### config.mk
export PLATFORM = sky130hd
export DESIGN_NAME = cfgx_top
export DESIGN_NICKNAME = d
export VERILOG_FILES = /design/src/rtl/cfgx_pkg.sv /design/src/rtl/cfgx_xlate.sv /design/src/rtl/cfgx_lanes.sv /design/src/rtl/cfgx_top.sv
export SDC_FILE = /design/constraint.sdc
export NUM_CORES = 1
export LEC_CHECK = 0
export ABC_AREA = 1
export BUFFER_PORTS_ARGS = -buffer_cell sky130_fd_sc_hd__buf_2
export CORE_ASPECT_RATIO = 1.1
export CORE_MARGIN = 10
export CORE_UTILIZATION = 33
export DETAILED_ROUTE_END_ITERATION = 10
export MAX_ROUTING_LAYER = met4
export PLACE_DENSITY = 0.62
export RECOVER_POWER = 50
export SYNTH_ARGS = -nofsm -noshare
export SYNTH_HDL_FRONTEND = slang
export SYNTH_SLANG_ARGS = --single-unit
### constraint.sdc
create_clock -name clk -period 1.79 [get_ports clk]
set_input_delay 0.0895 -clock clk [delete_from_list [all_inputs] [get_ports clk]]
set_output_delay 0.0895 -clock clk [all_outputs]
set_load 0.005 [all_outputs]
### src/rtl/cfgx_pkg.sv
package cfgx_pkg;
    typedef enum logic [1:0] {
        ST_IDLE  = 2'd0,
        ST_ISSUE = 2'd1,
        ST_RESP  = 2'd2
    } cfgx_state_e;

    typedef enum logic [1:0] {
        SZ_BYTE = 2'd0,
        SZ_HALF = 2'd1,
        SZ_WORD = 2'd2,
        SZ_BAD  = 2'd3
    } cfgx_size_e;
endpackage

### src/rtl/cfgx_xlate.sv
module cfgx_xlate #(
    parameter int ADDR_W    = 32,
    parameter int IDSEL_LSB = 11
) (
    input  logic [ADDR_W-1:0] idx,
    input  logic [2:0]        off_lo,
    output logic [ADDR_W-1:0] addr
);
    localparam int SEL_N = ADDR_W - IDSEL_LSB;
    localparam int DEV_W = $clog2(SEL_N);

    logic [DEV_W-1:0]  dev;
    logic              found;
    logic [ADDR_W-1:0] t0_addr;

    // lowest set select bit wins: scan downward, last hit kept
    always_comb begin
        found = 1'b0;
        dev   = '0;
        for (int i = ADDR_W - 1; i >= IDSEL_LSB; i--) begin
            if (idx[i]) begin
                found = 1'b1;
                dev   = DEV_W'(i - IDSEL_LSB);
            end
        end
    end

    always_comb begin
        if (found)
            t0_addr = ADDR_W'(dev) << IDSEL_LSB;
        else
            t0_addr = {ADDR_W{1'b1}} << IDSEL_LSB;
        t0_addr[IDSEL_LSB-1:3] = idx[IDSEL_LSB-1:3];
        t0_addr[2:0]           = off_lo;
    end

    always_comb begin
        if (idx[ADDR_W-1])
            addr = idx | ADDR_W'(off_lo[1:0]);
        else if (idx[0])
            addr = {idx[ADDR_W-1:3], off_lo};
        else
            addr = t0_addr;
    end
endmodule

### src/rtl/cfgx_lanes.sv
module cfgx_lanes
    import cfgx_pkg::*;
#(
    parameter int BE_W = 4
) (
    input  logic [1:0]      off_lo,
    input  logic [1:0]      size,
    output logic [BE_W-1:0] be,
    output logic            legal
);
    always_comb begin
        be    = '0;
        legal = 1'b0;
        unique case (cfgx_size_e'(size))
            SZ_BYTE: begin
                legal = 1'b1;
                be    = BE_W'(1) << off_lo;
            end
            SZ_HALF: begin
                legal = (off_lo != 2'd3);
                be    = BE_W'(3) << off_lo;
            end
            SZ_WORD: begin
                legal = (off_lo == 2'd0);
                be    = '1;
            end
            SZ_BAD: begin
                legal = 1'b0;
                be    = '0;
            end
        endcase
    end
endmodule

### src/rtl/cfgx_top.sv
module cfgx_top
    import cfgx_pkg::*;
#(
    parameter int ADDR_W    = 32,
    parameter int DATA_W    = 32,
    parameter int OFF_W     = 12,
    parameter int IDSEL_LSB = 11
) (
    input  logic              clk,
    input  logic              rst_n,
    input  logic              h_valid,
    input  logic              h_win,
    input  logic              h_we,
    input  logic [OFF_W-1:0]  h_off,
    input  logic [1:0]        h_size,
    input  logic [DATA_W-1:0] h_wdata,
    output logic              h_done,
    output logic              h_err,
    output logic [DATA_W-1:0] h_rdata,
    output logic              d_valid,
    input  logic              d_ready,
    output logic              d_we,
    output logic [ADDR_W-1:0] d_addr,
    output logic [DATA_W/8-1:0] d_be,
    output logic [DATA_W-1:0] d_wdata,
    input  logic [DATA_W-1:0] d_rdata
);
    localparam int BE_W = DATA_W / 8;

    cfgx_state_e       state, state_nx;
    logic [ADDR_W-1:0] idx_q;
    logic [ADDR_W-1:0] xaddr;
    logic [BE_W-1:0]   be_c;
    logic              legal_c;
    logic [ADDR_W-1:0] addr_q;
    logic [BE_W-1:0]   be_q;
    logic              we_q;
    logic              err_q;
    logic [DATA_W-1:0] wdata_q;
    logic [DATA_W-1:0] rdata_q;

    cfgx_xlate #(.ADDR_W(ADDR_W), .IDSEL_LSB(IDSEL_LSB)) u_xlate (
        .idx    (idx_q),
        .off_lo (h_off[2:0]),
        .addr   (xaddr)
    );

    cfgx_lanes #(.BE_W(BE_W)) u_lanes (
        .off_lo (h_off[1:0]),
        .size   (h_size),
        .be     (be_c),
        .legal  (legal_c)
    );

    always_ff @(posedge clk or negedge rst_n) begin
        if (!rst_n) state <= ST_IDLE;
        else        state <= state_nx;
    end

    always_comb begin
        state_nx = state;
        unique case (state)
            ST_IDLE: begin
                if (h_valid) begin
                    if (legal_c && h_win) state_nx = ST_ISSUE;
                    else                  state_nx = ST_RESP;
                end
            end
            ST_ISSUE: if (d_ready) state_nx = ST_RESP;
            ST_RESP:  state_nx = ST_IDLE;
            default:  state_nx = ST_IDLE;
        endcase
    end

    always_comb begin
        d_valid = (state == ST_ISSUE);
        h_done  = (state == ST_RESP);
        h_err   = err_q;
        h_rdata = rdata_q;
        d_addr  = addr_q;
        d_be    = be_q;
        d_we    = we_q;
        d_wdata = wdata_q;
    end

    always_ff @(posedge clk or negedge rst_n) begin
        if (!rst_n) begin
            idx_q   <= '0;
            addr_q  <= '0;
            be_q    <= '0;
            we_q    <= 1'b0;
            err_q   <= 1'b0;
            wdata_q <= '0;
            rdata_q <= '0;
        end else begin
            if (state == ST_IDLE && h_valid) begin
                err_q <= !legal_c;
                if (legal_c && h_win) begin
                    addr_q  <= xaddr;
                    be_q    <= be_c;
                    we_q    <= h_we;
                    wdata_q <= h_wdata;
                end else if (legal_c) begin
                    rdata_q <= idx_q;
                    if (h_we) begin
                        for (int b = 0; b < BE_W; b++) begin
                            if (be_c[b]) idx_q[b*8 +: 8] <= h_wdata[b*8 +: 8];
                        end
                    end
                end else begin
                    rdata_q <= '0;
                end
            end
            if (state == ST_ISSUE && d_ready) rdata_q <= d_rdata;
        end
    end
endmodule

==> summary.txt <==
STA
  • Slew HR: 0.2046
  • RSZ-0062 raised after global routing: true
  • # setup viols final: 0
  • Tightest Pin Transition: between 1 and 1.5 ns
  • Max-slew violations: 0
  • Layout Skew: roughly 0.010 ns
  • Fin worst setup slack: between 0.01 and 0.015 ns
  • Final Hold Vio Count: 0
  • Minimum period implied by the final worst setup slack: 1.776 ns
  • Final Cycle Share: 0.9922
  • F_max: 563.0 MHz

Outcome
  • Status: completed

Placed design
  • Placed Area: 7084 µm²
  • Routability cong.: roughly 0.84
  • Port bufs: about 180
  • Post-placement cell count: roughly 1000
  • Pre-CTS setup slack: approximately 0.11 ns
  • Final HPWL DP: about 14 mm

Setup path
  • Worst Setup End Kind: register
  • Crit Reg-Reg Endpoint: idx_q[26]$_DFFE_PN0P_
  • CP delay by family, top: simple AND/OR/NAND/NOR gates
  • Worst EP arrival: a little over 2 ns
  • R2r setup slk: about 0.014 ns
  • Critical Path Slowest Stage Cell: dfrtp_1
  • CP peak stage delay: 0.40 ns
  • Crit path cell chain: inv_2 > nand3_2 > inv_1 > nand2_4 > nor3_4 > clkinv_4 > nor2_4 > o21ai_0
  • R2R cell count: 8
  • Worst-path maximum fanout: 8
  • Kind of critical path: register to register
  • Critical Path RT: between 2 and 2.5 ns
  • CP startpoint kind: register
  • Reg2reg start: state[1]$_DFFE_PN0P_
  • Buf/Inv on CP: 3

GRT
  • GR Overflow Total: 0
  • First-pass GRT wire length: 29.95 mm
  • Largest net degree at the start of global routing: 70
  • GR Util All Layers: 0.1669
  • Initial antenna violation count: 2
  • Number of global-route vias before repair: 5328

Floorplanning
  • Initial Utilization: 0.3388
  • Die area: approximately 23000 µm²
  • DIE HEIGHT: about 160 µm
  • Io pins: between 150 and 200
  • Core area: 17140 µm²
  • Site Rows: 50
  • Chip width: roughly 150 µm

Min path
  • Hold Crit Endpoint: d_we$_DFFE_PN0P_
  • Hold Path Class: primary input to register
  • WHS Path Cells: 3
  • Hold path start: h_we

Layout
  • Commonest non-fill, non-tap cell in the layout: nand2_1
  • Fin nets: about 990
  • Share of cells above drive strength 1: 0.2309
  • Design area: 8387 µm²
  • Final cell count without fillers: 1150
  • # fillers: between 1500 and 2000
  • Layout area overhead: 44.40%
  • Final core utilization: 0.4893
  • Commonest cells after routing, fill and taps aside: 191 x nand2_1, 136 x dfrtp_1, 130 x buf_2

Clock tree
  • Longest Clk Path Bufs: 2
  • Clk_lat worst skew: approximately 0.42 ns
  • CTS buffer count: 17
  • CTS root buf: clkbuf_16
  • Clock sink total: between 100 and 150
  • Clk slew on worst S/H paths: 0.06 ns
  • CTS tree: done
  • Max H-tree Level: 4

Pwr
  • P_int: between 8 and 9 mW
  • Sw frac: 0.3221
  • PD cells: between 1000 and 1500 nW/µm²
  • Clk pwr share: 0.318
  • VDD IR max: 0.7168 mV
  • Gate power share: 0.281
  • Seq pwr share: 0.401
  • Switching pwr: roughly 3.8 mW
  • P_leak: 4.166 nW

Yosys
  • Syn avg cell area: 9.061 µm²
  • Synth Net Count: between 700 and 800
  • Ys async rst share: 1.000
  • Yosys reg bits: about 140
  • Post-Synthesis Cells: ~640
  • Unique cell type count in the Yosys netlist: 25
  • Register area share after synthesis: 0.5860
  • Synthesized cell area: around 5800 µm²
  • EDFF count, synth: 0
  • Yosys warns: 0
  • Post-synth top flop: dfrtp_1

Detailed routing
  • DR vias/cell: between 4 and 5
  • 1st-pass router iterations: 5
  • Drt first-iter violations: approximately 400
  • Antenna Nets Post-Route: 0
  • DRT Wirelength: about 19 mm
  • Routed WL per cell: about 17 µm
  • # DRC: 0
  • DR vias: around 5400

Flow run
  • Max_cap viols: 0
-- registers in the layout, indices dropped and copies added (netlist names) --
register / count
idx_q: 32
h_rdata: 32
h_err: 1
d_wdata: 32
d_we: 1
d_addr: 32
d_be: 4
state: 2
-- how the worst max path moves through the flow --
stage / start / to / slack, ns / depth (start not counted)
after floorplan: idx_q[31]$_DFFE_PN0P_ / d_addr[22]$_DFFE_PN0P_ / 0.33 / 5
after global placement: state[1]$_DFFE_PN0P_ / d_addr[27]$_DFFE_PN0P_ / 0.13 / 9
after detailed placement: h_off[1] / idx_q[29]$_DFFE_PN0P_ / 0.11 / 7
after CTS: idx_q[29]$_DFFE_PN0P_ / d_addr[11]$_DFFE_PN0P_ / 0.09 / 23
after global routing: idx_q[29]$_DFFE_PN0P_ / d_addr[11]$_DFFE_PN0P_ / -0.09 / 23
final: state[1]$_DFFE_PN0P_ / idx_q[26]$_DFFE_PN0P_ / 0.01 / 8
-- kinds of logic after synthesis --
logic type,Yosys count,synth area share
AO/OA/AOI/OAI,150,0.1586
buffers and inverters,96,0.06958
flip-flops,136,0.5860
AND/OR/NAND/NOR,259,0.1859
-- worst register-to-register path: cells and delay by family, from the launching register on --
kind,cells,cell delay (ns)
AO/OA/AOI/OAI,1,0.12
buffers and inverters,3,0.38
flip-flops,1,0.40
AND/OR/NAND/NOR,4,0.75
-- area by class of cell --
type / instances / area, µm² / share of cell area
well taps: 234 / 292.8 / 0.03491
inverters: 63 / 242.7 / 0.02894
repair buffers: 273 / 1768 / 0.2108
clock buffers: 21 / 470.5 / 0.05609
flip-flops and latches: 136 / 3403 / 0.4058
diodes: 2 / 5.005 / 0.0005967
multi-input cells: 410 / 2034 / 0.2426
clock inverters: 11 / 170.2 / 0.02029
-- cell usage after synthesis (2+ instances only) --
cell type,n,area share
o21ai_2,4,0.0060
o211ai_1,33,0.043
nor2_8,2,0.0069
buf_2,14,0.012
nand2_1,192,0.12
nand2_2,5,0.0054
a2bb2oi_1,16,0.024
o31ai_1,4,0.0052
clkbuf_1,14,0.0090
a21oi_1,23,0.020
nand3_1,36,0.031
o21ai_1,20,0.017
o21ai_0,48,0.041
nor2_1,21,0.014
inv_2,2,0.0013
buf_4,3,0.0039
dfrtp_1,136,0.59
inv_1,60,0.039
buf_6,2,0.0039
-- power by group through the flow --
stage	clock network, mW	logic (mW)	registers, mW
2_1_floorplan	0	1.51	4.82
3_3_place_gp	0	3.30	4.76
3_5_place_dp	0	3.35	4.80
4_1_cts	3.86	3.48	4.76
5_1_grt	4.01	3.77	4.90
6_report	3.79	3.34	4.78
-- per-layer routing --
metal / share of wire / up-vias / track usage / routed length, µm
met3: 0.043 / 25 / 0.03833 / 830
met5: 0 / - / - / 0
met2: 0.49 / 154 / 0.2562 / 9615
met4: 0.020 / 0 / 0.06512 / 384
met1: 0.44 / 2544 / 0.2096 / 8638
li1: - / 2634 / - / -
-- repair_timing --
action | CTS | global route
setup buffers | 0 | 6
hold buffers | 66 | 0
gates resized for setup | 0 | 9
endpoints found under the setup margin | 0 | 6
hold endpoints to repair | 143 | 0
-- through the flow --
stage          hold slack (ns)  setup TNS [ns]  total power [mW]
2_1_floorplan          -0.2061               0             6.323
3_3_place_gp           0.06210               0             8.061
3_5_place_dp           0.06304               0             8.143
4_1_cts               0.008155               0             12.09
5_1_grt                0.03941          -1.017             12.69
6_report               0.02583               0             11.91
(Power assumes the default switching activity.)
